**config.mk**
```make
export PLATFORM = sky130hd
export DESIGN_NAME = gpio_edge_ctrl
export DESIGN_NICKNAME = d
export VERILOG_FILES = /design/src/rtl/gpio_edge_pkg.sv /design/src/rtl/gpio_edge_sync.sv /design/src/rtl/gpio_edge_portset.sv /design/src/rtl/gpio_edge_irq.sv /design/src/rtl/gpio_edge_ctrl.sv
export SDC_FILE = /design/constraint.sdc
export NUM_CORES = 1
export LEC_CHECK = 0
export BUFFER_PORTS_ARGS = -buffer_cell sky130_fd_sc_hd__buf_2
export CORE_MARGIN = 3
export CORE_UTILIZATION = 59
export DETAILED_ROUTE_END_ITERATION = 16
export PLACE_DENSITY = 0.8
export SLEW_MARGIN = 20
export SYNTH_ARGS = -nofsm -noshare
export SYNTH_HDL_FRONTEND = slang
export SYNTH_HIERARCHICAL = 1
export SYNTH_SLANG_ARGS = --single-unit
```
**constraint.sdc**
```tcl
create_clock -name clk_i -period 3.3 [get_ports clk_i]
set_input_delay 0.66 -clock clk_i [delete_from_list [all_inputs] [get_ports clk_i]]
set_output_delay 0.66 -clock clk_i [all_outputs]
set_load 0.1 [all_outputs]
```
**src/rtl/gpio_edge_pkg.sv**
```systemverilog
package gpio_edge_pkg;
  localparam int ADDR_W  = 8;
  localparam int DATA_W  = 32;
  localparam int WORD_IW = 4;

  localparam logic [ADDR_W-1:0] BANK_EN_ADDR = 8'h08;
  localparam logic [ADDR_W-1:0] SET_BASE     = 8'h10;
  localparam logic [ADDR_W-1:0] SET_STRIDE   = 8'h28;
  localparam int                SET_WORDS    = 10;

  typedef enum logic [WORD_IW-1:0] {
    W_DIR      = 4'd0,
    W_OUT      = 4'd1,
    W_SET      = 4'd2,
    W_CLR      = 4'd3,
    W_IN       = 4'd4,
    W_RISE_SET = 4'd5,
    W_RISE_CLR = 4'd6,
    W_FALL_SET = 4'd7,
    W_FALL_CLR = 4'd8,
    W_STAT     = 4'd9
  } word_e;
endpackage

```
**src/rtl/gpio_edge_sync.sv**
```systemverilog
module gpio_edge_sync #(
  parameter int WIDTH  = 64,
  parameter int STAGES = 2
) (
  input  logic             clk_i,
  input  logic             rst_ni,
  input  logic [WIDTH-1:0] d_i,
  output logic [WIDTH-1:0] q_o
);
  logic [WIDTH-1:0] stage_q [STAGES];

  for (genvar i = 0; i < STAGES; i++) begin : g_stage
    always_ff @(posedge clk_i or negedge rst_ni) begin
      if (!rst_ni)     stage_q[i] <= '0;
      else if (i == 0) stage_q[i] <= d_i;
      else             stage_q[i] <= stage_q[(i == 0) ? 0 : i-1];
    end
  end

  assign q_o = stage_q[STAGES-1];
endmodule

```
**src/rtl/gpio_edge_portset.sv**
```systemverilog
module gpio_edge_portset
  import gpio_edge_pkg::*;
#(
  parameter int W = 32
) (
  input  logic               clk_i,
  input  logic               rst_ni,
  input  logic               wr_i,
  input  logic [WORD_IW-1:0] word_i,
  input  logic [W-1:0]       wdata_i,
  input  logic [W-1:0]       pin_sync_i,
  output logic [W-1:0]       dir_o,
  output logic [W-1:0]       out_o,
  output logic [W-1:0]       status_o,
  output logic [W-1:0]       rdata_o
);
  logic [W-1:0] dir_q, out_q, rise_q, fall_q, stat_q, prev_q;
  logic [W-1:0] edge_v, stat_clr;

  assign edge_v   = (rise_q & pin_sync_i & ~prev_q) | (fall_q & ~pin_sync_i & prev_q);
  assign stat_clr = (wr_i && word_i == W_STAT) ? wdata_i : '0;

  always_ff @(posedge clk_i or negedge rst_ni) begin
    if (!rst_ni) begin
      dir_q  <= '1;
      out_q  <= '0;
      rise_q <= '0;
      fall_q <= '0;
      stat_q <= '0;
      prev_q <= '0;
    end else begin
      prev_q <= pin_sync_i;
      stat_q <= (stat_q & ~stat_clr) | edge_v;  // new edge wins over clear
      if (wr_i) begin
        unique case (word_i)
          W_DIR:      dir_q  <= wdata_i;
          W_SET:      out_q  <= out_q | wdata_i;
          W_CLR:      out_q  <= out_q & ~wdata_i;
          W_RISE_SET: rise_q <= rise_q | wdata_i;
          W_RISE_CLR: rise_q <= rise_q & ~wdata_i;
          W_FALL_SET: fall_q <= fall_q | wdata_i;
          W_FALL_CLR: fall_q <= fall_q & ~wdata_i;
          default: ;
        endcase
      end
    end
  end

  always_comb begin
    unique case (word_i)
      W_DIR:                  rdata_o = dir_q;
      W_OUT, W_SET, W_CLR:    rdata_o = out_q;
      W_IN:                   rdata_o = pin_sync_i;
      W_RISE_SET, W_RISE_CLR: rdata_o = rise_q;
      W_FALL_SET, W_FALL_CLR: rdata_o = fall_q;
      W_STAT:                 rdata_o = stat_q;
      default:                rdata_o = '0;
    endcase
  end

  assign dir_o    = dir_q;
  assign out_o    = out_q;
  assign status_o = stat_q;

  a_r3_dir_write: assert property (@(posedge clk_i) disable iff (!rst_ni)
    (wr_i && word_i == W_DIR) |=> dir_q == $past(wdata_i));
  a_r4_set_high: assert property (@(posedge clk_i) disable iff (!rst_ni)
    (wr_i && word_i == W_SET) |=> (out_q & $past(wdata_i)) == $past(wdata_i));
  a_r4_clear_low: assert property (@(posedge clk_i) disable iff (!rst_ni)
    (wr_i && word_i == W_CLR) |=> (out_q & $past(wdata_i)) == '0);
  a_r7_edge_latches: assert property (@(posedge clk_i) disable iff (!rst_ni)
    (|edge_v) |=> (stat_q & $past(edge_v)) == $past(edge_v));
  a_r8_w1c_clears: assert property (@(posedge clk_i) disable iff (!rst_ni)
    (wr_i && word_i == W_STAT) |=> (stat_q & $past(wdata_i & ~edge_v)) == '0);
  a_r8_sticky: assert property (@(posedge clk_i) disable iff (!rst_ni)
    !(wr_i && word_i == W_STAT) |=> (stat_q & $past(stat_q)) == $past(stat_q));
endmodule

```
**src/rtl/gpio_edge_irq.sv**
```systemverilog
module gpio_edge_irq #(
  parameter int NUM_BANKS = 4,
  parameter int BANK_W    = 16
) (
  input  logic [NUM_BANKS*BANK_W-1:0] status_i,
  input  logic [NUM_BANKS-1:0]        en_i,
  output logic [NUM_BANKS-1:0]        irq_o
);
  for (genvar b = 0; b < NUM_BANKS; b++) begin : g_bank
    assign irq_o[b] = en_i[b] & (|status_i[b*BANK_W +: BANK_W]);
  end
endmodule

```
**src/rtl/gpio_edge_ctrl.sv**
```systemverilog
module gpio_edge_ctrl
  import gpio_edge_pkg::*;
#(
  parameter int NUM_SETS    = 2,
  parameter int BANK_W      = 16,
  parameter int SYNC_STAGES = 2
) (
  input  logic                       clk_i,
  input  logic                       rst_ni,
  input  logic [ADDR_W-1:0]          addr_i,
  input  logic                       we_i,
  input  logic [DATA_W-1:0]          wdata_i,
  output logic [DATA_W-1:0]          rdata_o,
  input  logic [NUM_SETS*DATA_W-1:0] pin_i,
  output logic [NUM_SETS*DATA_W-1:0] pin_o,
  output logic [NUM_SETS*DATA_W-1:0] pin_oe_o,
  output logic [NUM_SETS*DATA_W*0+NUM_SETS*DATA_W/BANK_W-1:0] irq_o
);
  localparam int NUM_PINS  = NUM_SETS * DATA_W;
  localparam int NUM_BANKS = NUM_PINS / BANK_W;

  logic [NUM_PINS-1:0]  pin_sync, dir_all, status_all;
  logic [NUM_BANKS-1:0] bank_en_q;
  logic [NUM_SETS-1:0]  hit;
  logic [DATA_W-1:0]    set_rd [NUM_SETS];
  logic                 en_wr;

  gpio_edge_sync #(.WIDTH(NUM_PINS), .STAGES(SYNC_STAGES)) u_sync (
    .clk_i(clk_i), .rst_ni(rst_ni), .d_i(pin_i), .q_o(pin_sync)
  );

  for (genvar s = 0; s < NUM_SETS; s++) begin : g_set
    localparam logic [ADDR_W-1:0] BASE = SET_BASE + ADDR_W'(s) * SET_STRIDE;
    logic [ADDR_W-1:0]  rel;
    logic [WORD_IW-1:0] word;
    assign rel    = addr_i - BASE;
    assign word   = WORD_IW'(rel >> 2);
    assign hit[s] = (addr_i >= BASE) && (rel < ADDR_W'(4 * SET_WORDS)) && (addr_i[1:0] == 2'b00);

    gpio_edge_portset #(.W(DATA_W)) u_set (
      .clk_i      (clk_i),
      .rst_ni     (rst_ni),
      .wr_i       (we_i && hit[s]),
      .word_i     (word),
      .wdata_i    (wdata_i),
      .pin_sync_i (pin_sync[s*DATA_W +: DATA_W]),
      .dir_o      (dir_all[s*DATA_W +: DATA_W]),
      .out_o      (pin_o[s*DATA_W +: DATA_W]),
      .status_o   (status_all[s*DATA_W +: DATA_W]),
      .rdata_o    (set_rd[s])
    );
  end

  assign pin_oe_o = ~dir_all;
  assign en_wr    = we_i && (addr_i == BANK_EN_ADDR);

  always_ff @(posedge clk_i or negedge rst_ni) begin
    if (!rst_ni)    bank_en_q <= '0;
    else if (en_wr) bank_en_q <= wdata_i[NUM_BANKS-1:0];
  end

  always_comb begin
    rdata_o = '0;
    if (addr_i == BANK_EN_ADDR) rdata_o[NUM_BANKS-1:0] = bank_en_q;
    for (int s = 0; s < NUM_SETS; s++)
      if (hit[s]) rdata_o = set_rd[s];
  end

  gpio_edge_irq #(.NUM_BANKS(NUM_BANKS), .BANK_W(BANK_W)) u_irq (
    .status_i (status_all),
    .en_i     (bank_en_q),
    .irq_o    (irq_o)
  );

  a_r2_bank_en_write: assert property (@(posedge clk_i) disable iff (!rst_ni)
    en_wr |=> bank_en_q == $past(wdata_i[NUM_BANKS-1:0]));
  a_r2_single_target: assert property (@(posedge clk_i) disable iff (!rst_ni)
    $onehot0({hit, addr_i == BANK_EN_ADDR}));

  for (genvar b = 0; b < NUM_BANKS; b++) begin : g_irq_chk
    a_r9_irq_pending: assert property (@(posedge clk_i) disable iff (!rst_ni)
      irq_o[b] |-> (bank_en_q[b] && (|status_all[b*BANK_W +: BANK_W])));
  end
endmodule

```
# Word-level counts from Yosys, hierarchy flattened
# Cells that the tools add are included.
# Widths: inputs -> output; s select.
dict set report word_totals {
  out_inout_bits 164
  reg_bits 516
}
dict set report op_classes {
  n_addsub 2
  eq_ne 19
  reduce_logical 36
  n_bitwise 38
  order_cmp 4
  n_mux 13
}
# op n
set ops {}
lappend ops {{$and 32x32->32} 16}
lappend ops {{$pmux 32 s2} 6}
lappend ops {{$pmux 32 s6} 2}
lappend ops {{$or 32x32->32} 10}
lappend ops {{$not 32->32} 7}
lappend ops {{$mux 32} 4}
lappend ops {{$not 64->64} 1}
lappend ops {{$reduce_or 16->1} 4}
lappend ops {{$eq 4x3->1 const B} 8}
lappend ops {{$eq 4x2->1 const B} 4}
lappend ops {{$eq 4x4->1 const B} 4}
lappend ops {{$lt 8x6->1 const B} 2}
lappend ops {{$reduce_and 2->1} 8}
lappend ops {{$reduce_bool 2->1} 6}
lappend ops {{$logic_and 1x1->1} 9}
lappend ops {{$eq 4x1->1 const B} 2}
lappend ops {{$eq 8x4->1 const B} 1}
lappend ops {{$ge 8x5->1 const B} 1}
lappend ops {{$ge 8x6->1 const B} 1}
lappend ops {{$logic_not 4->1} 2}
lappend ops {{$reduce_or 2->1} 4}
lappend ops {{$sub 8x5->8 const B} 1}
lappend ops {{$sub 8x6->8 const B} 1}
lappend ops {{$reduce_or 3->1} 2}
lappend ops {{other kinds (3)} 6}

# Logic depth before layout (Yosys ltp)
dict set report logic_depth {
  depth_word 10
  depth_mapped 14
  ltp_nobuf 9
}

# Hierarchy
# Netlist, hierarchy kept.
# mod cells_per_inst instances area_per_inst_um2
set modules_own_cells {}
lappend modules_own_cells {gpio_edge_portset 870 2 9484.1}
lappend modules_own_cells {gpio_edge_sync 192 1 3683.5}
lappend modules_own_cells {gpio_edge_ctrl 154 1 1014.7}
lappend modules_own_cells {gpio_edge_irq 24 1 150.1}

# Worst setup path before layout
# Ideal clock, no wire load.
dict set report synth_path {
  path_kind {input port to output port}
  from {input port addr_i[4]}
  to {output port rdata_o[3]}
  path_stages 10
  required_time_ps 2640
  slack_ps -263
  arrival_time_ps 2903
  path_cell_list {inv_1 ha_1 inv_1 or2_2 buf_1 clkbuf_1 o211ai_1 inv_1 mux2i_1 a22o_1}
}
# item line_no
set synth_rtl {}
lappend synth_rtl {{start: declaration} gpio_edge_ctrl.sv:10} ;# input logic [ADDR_W-1:0] addr_i,
lappend synth_rtl {{end: declaration} gpio_edge_ctrl.sv:13} ;# output logic [DATA_W-1:0] rdata_o,

==> results.sh <==
export IMPL_status="complete, but fails checks"
export IMPL_violations="negative setup slack"
export IMPL_endpoint_kind="output pin"
export IMPL_power_density_nw_per_um2=579
export IMPL_path_clk_slew_ps=60
export IMPL_yosys_warnings=6
export IMPL_synth_top_family_by_area="compound AO/OA/AOI/OAI gates"
export IMPL_start_kind="input port"
export IMPL_ys_types=46
export IMPL_numCtsBuffers=52
export IMPL_drtIter0Drc=2661
export IMPL_tightest_slew_ps=874
export IMPL_synth_seq_cells=516
export IMPL_drive_gt1_share_pct=32.3
export IMPL_worst_path_buf_inv=6
export IMPL_hold_viol=0
export IMPL_clk_path_buf_depth=3
export IMPL_async_reset_ff_share_pct=100
export IMPL_seqPwrFrac_pct=45.7
export IMPL_path_class="in -> out"
export IMPL_synth_xor_area_share_pct=0.110
export IMPL_clock_sinks=516
export IMPL_syn_nets=2222
export IMPL_p_leak_nw=13.1
export IMPL_synthFlopType="dfrtp_1"
export IMPL_crit_fanout=8
export IMPL_fillers=2620
export IMPL_wl_um=76200
export IMPL_syn_area_per_cell_um2=11.3
export IMPL_htreeDepth=2
export IMPL_synth_simple_gate_area_share_pct=9.04
export IMPL_finClkSkew_ps=15.5
export IMPL_crit_chain="buf_8, buf_6, ha_4, inv_2, and4b_4, buf_4, bufbuf_16, a222oi_1, nand3_1, a22o_2, buf_12"
export IMPL_cts_tree="done"
export IMPL_start_util_pct=60.6
export IMPL_setup_ws_ps=-134
export IMPL_internal_power_w=0.0119
export IMPL_grt_pass1_vias=20063
export IMPL_ctsRootBufferMaster="clkbuf_16"
export IMPL_firstDrtPassIters=13
export IMPL_peakVddDrop_uv=490
export IMPL_fp_dieW_um=207
export IMPL_synth_fa_ha_area_share_pct=0.263
export IMPL_dpl_worst_slack_ps=-285
export IMPL_place_hpwl_um=50700
export IMPL_fin_util_pct=74.0
export IMPL_rows=72
export IMPL_fin_nets=2484
export IMPL_critical_path_required_ps=2640
export IMPL_antenna_found_initial=7
export IMPL_seq_area_frac_synth_pct=54.6
export IMPL_syn_inst=2110
export IMPL_hold_class="in -> async"
export IMPL_num_io_pins=271
export IMPL_wl_per_cell_um=25.9
export IMPL_drc=0
export IMPL_grt_usage_pct=35.5
export IMPL_cpPeakStageDelay_ps=330
export IMPL_synth_mux_area_share_pct=11.1
export IMPL_power_frac_clock_pct=37.1
export IMPL_die_y_um=207
export IMPL_via_per_inst=6.79
export IMPL_power_switching_w=0.00497
export IMPL_synthToLayoutAreaGrowth_pct=22.0
export IMPL_max_cap_viol_count=0
export IMPL_synth_edf_count=0
export IMPL_grt_max_degree=96
export IMPL_p_total_w=0.0168
export IMPL_rsz0062_at_grt="true"
export IMPL_syn_cell_area_um2=23800
export IMPL_coreArea_um2=39300
export IMPL_cts_hold_buf=0
export IMPL_timing_hold_ws_ps=121
export IMPL_grt_pass1_wl_um=116000
export IMPL_io_buffers=270
export IMPL_relSlewSlack_pct=41.7
export IMPL_via_count=19949
export IMPL_slew_viol_final=0
export IMPL_critPathTopFamily="buffers and inverters"
export IMPL_post_route_min_period_ps=3430
export IMPL_comb_power_share_pct=17.2
export IMPL_clk_latency_ps=610
export IMPL_ant_nets=0
export IMPL_cpMaxStageDelayCell="a222oi_1"
export IMPL_min_period_over_period_pct=104
export IMPL_overflow=0
export IMPL_cp_arrival_ps=2770
export IMPL_die_area_um2=42800
export IMPL_setup_viol=25
export IMPL_gp_congestion=0.919
export IMPL_switching_share_pct=29.5
export IMPL_synth_compound_area_share_pct=17.2
export IMPL_fmax_mhz=291
[repair_timing]
item,CTS,global route
gates cloned,3,1
buffers inserted,5,11
endpoints found under the setup margin,32,32
pin swaps,38,46
resized for setup,44,17
[layout by cell type, fill, tap and decap left out, types with 4 or more instances in the layout]
cell          n
dfrtp_1     452
buf_2       234
a31oi_1     136
nand2_1     129
inv_1       128
buf_4       119
mux2_2      116
mux2i_1     113
a21oi_1      74
nand3_1      73
o21ai_0      71
buf_12       69
a41oi_1      68
nand4_1      66
a21o_1       64
dfstp_2      64
nand3b_1     63
a222oi_1     62
o211ai_1     56
clkbuf_16    53
a22o_2       25
mux2_1       16
buf_6        16
nor4_1       16
clkbuf_8     12
clkbuf_1     11
clkinv_2      9
nor3b_1       8
o21a_1        8
a22o_4        7
bufinv_16     7
buf_8         7
diode_2       6
clkinvlp_4    4
[layer usage]
metal | GRT usage (%) | vias up | part of all wire (%)
li1 | - | 8349 | -
met1 | 44.3 | 9918 | 36
met2 | 57.5 | 1394 | 47
met3 | 8.53 | 284 | 11
met4 | 19.3 | 4 | 6.1
met5 | 0 | - | 0.039
[stage by stage]
step | cells | setup TNS, ps | instance area (um2)
2_1_floorplan | 2110 | 0 | 23900
3_3_place_gp | 2817 | -7680 | 26800
3_5_place_dp | 2817 | -11530 | 26800
4_1_cts | 2922 | -522 | 28900
5_1_grt | 2935 | -2050 | 29000
6_report | 2939 | -1150 | 29100
[layout make-up]
| type | count | area (um2) | area share [%] |
|---|---|---|---|
| diodes | 6 | 15.0 | 0.0517 |
| clock buffers | 75 | 1510 | 5.19 |
| clock inverters | 22 | 310 | 1.07 |
| inverters | 133 | 504 | 1.74 |
| multi-input cells | 1221 | 9260 | 31.9 |
| flip-flops and latches | 516 | 13000 | 44.7 |
| well taps | 518 | 648 | 2.23 |
| repair buffers | 448 | 3820 | 13.1 |
[worst reg2reg max path: stages (launching register included)]
cell	delay, ps
dfrtp_1	480
nand3b_1	150
o21ai_0	110
a21o_1	180
[final timing paths]
| check | slack [ps] | cells past startpoint | end | startpoint |
|---|---|---|---|---|
| setup / recovery | -130 | 11 | rdata_o[19] | addr_i[4] |
| hold / removal | 120 | 1 | u_sync/stage_q[102] | rst_ni |
| setup reg to reg | 2280 | 3 | g_set[1].u_set/status_o[11] | u_sync/q_o[43] |
| hold reg to reg | 340 | 0 | u_sync/q_o[55] | u_sync/stage_q[119] |
| max in group asynchronous | 2230 | 2 | g_set[0].u_set/dir_o[10] | rst_ni |
| min in group clk_i | 160 | 1 | u_sync/stage_q[122] | pin_i[58] |
[synthesized netlist by cell type, types with 63 or more instances]
cell | number | area, um2
dfrtp_1 | 452 | 11300
a31oi_1 | 136 | 851
inv_1 | 133 | 499
nand2_1 | 129 | 484
mux2_2 | 116 | 1310
mux2i_1 | 116 | 1160
buf_2 | 89 | 445
a21oi_1 | 74 | 370
buf_4 | 73 | 548
nand3_1 | 73 | 365
o21ai_0 | 71 | 355
a41oi_1 | 68 | 596
nand4_1 | 66 | 413
a21o_1 | 64 | 480
dfstp_2 | 64 | 1680
nand3b_1 | 63 | 473
[power groups by stage]
stage	logic, W	clock network [W]	registers [W]
finish	0.00290	0.00624	0.00770
global route	0.00305	0.00659	0.00775
CTS	0.00283	0.00630	0.00766
detailed placement	0.00277	0	0.00776
global placement	0.00270	0	0.00773
floorplan	0.00166	0	0.00775
[logic make-up (layout without fill, tap and decap cells)]
| group | after synthesis | after routing |
|---|---|---|
| buffers and inverters | 373 | 678 |
| DFF | 516 | 516 |
| AOI/OAI and AO/OA | 578 | 578 |
| adders and majority gates | 5 | 5 |
| other | 0 | 6 |
| and+or+nand+nor | 387 | 387 |
| xor gates and xnor gates | 3 | 3 |
| muxes | 248 | 248 |
(Power assumes the default switching activity.)
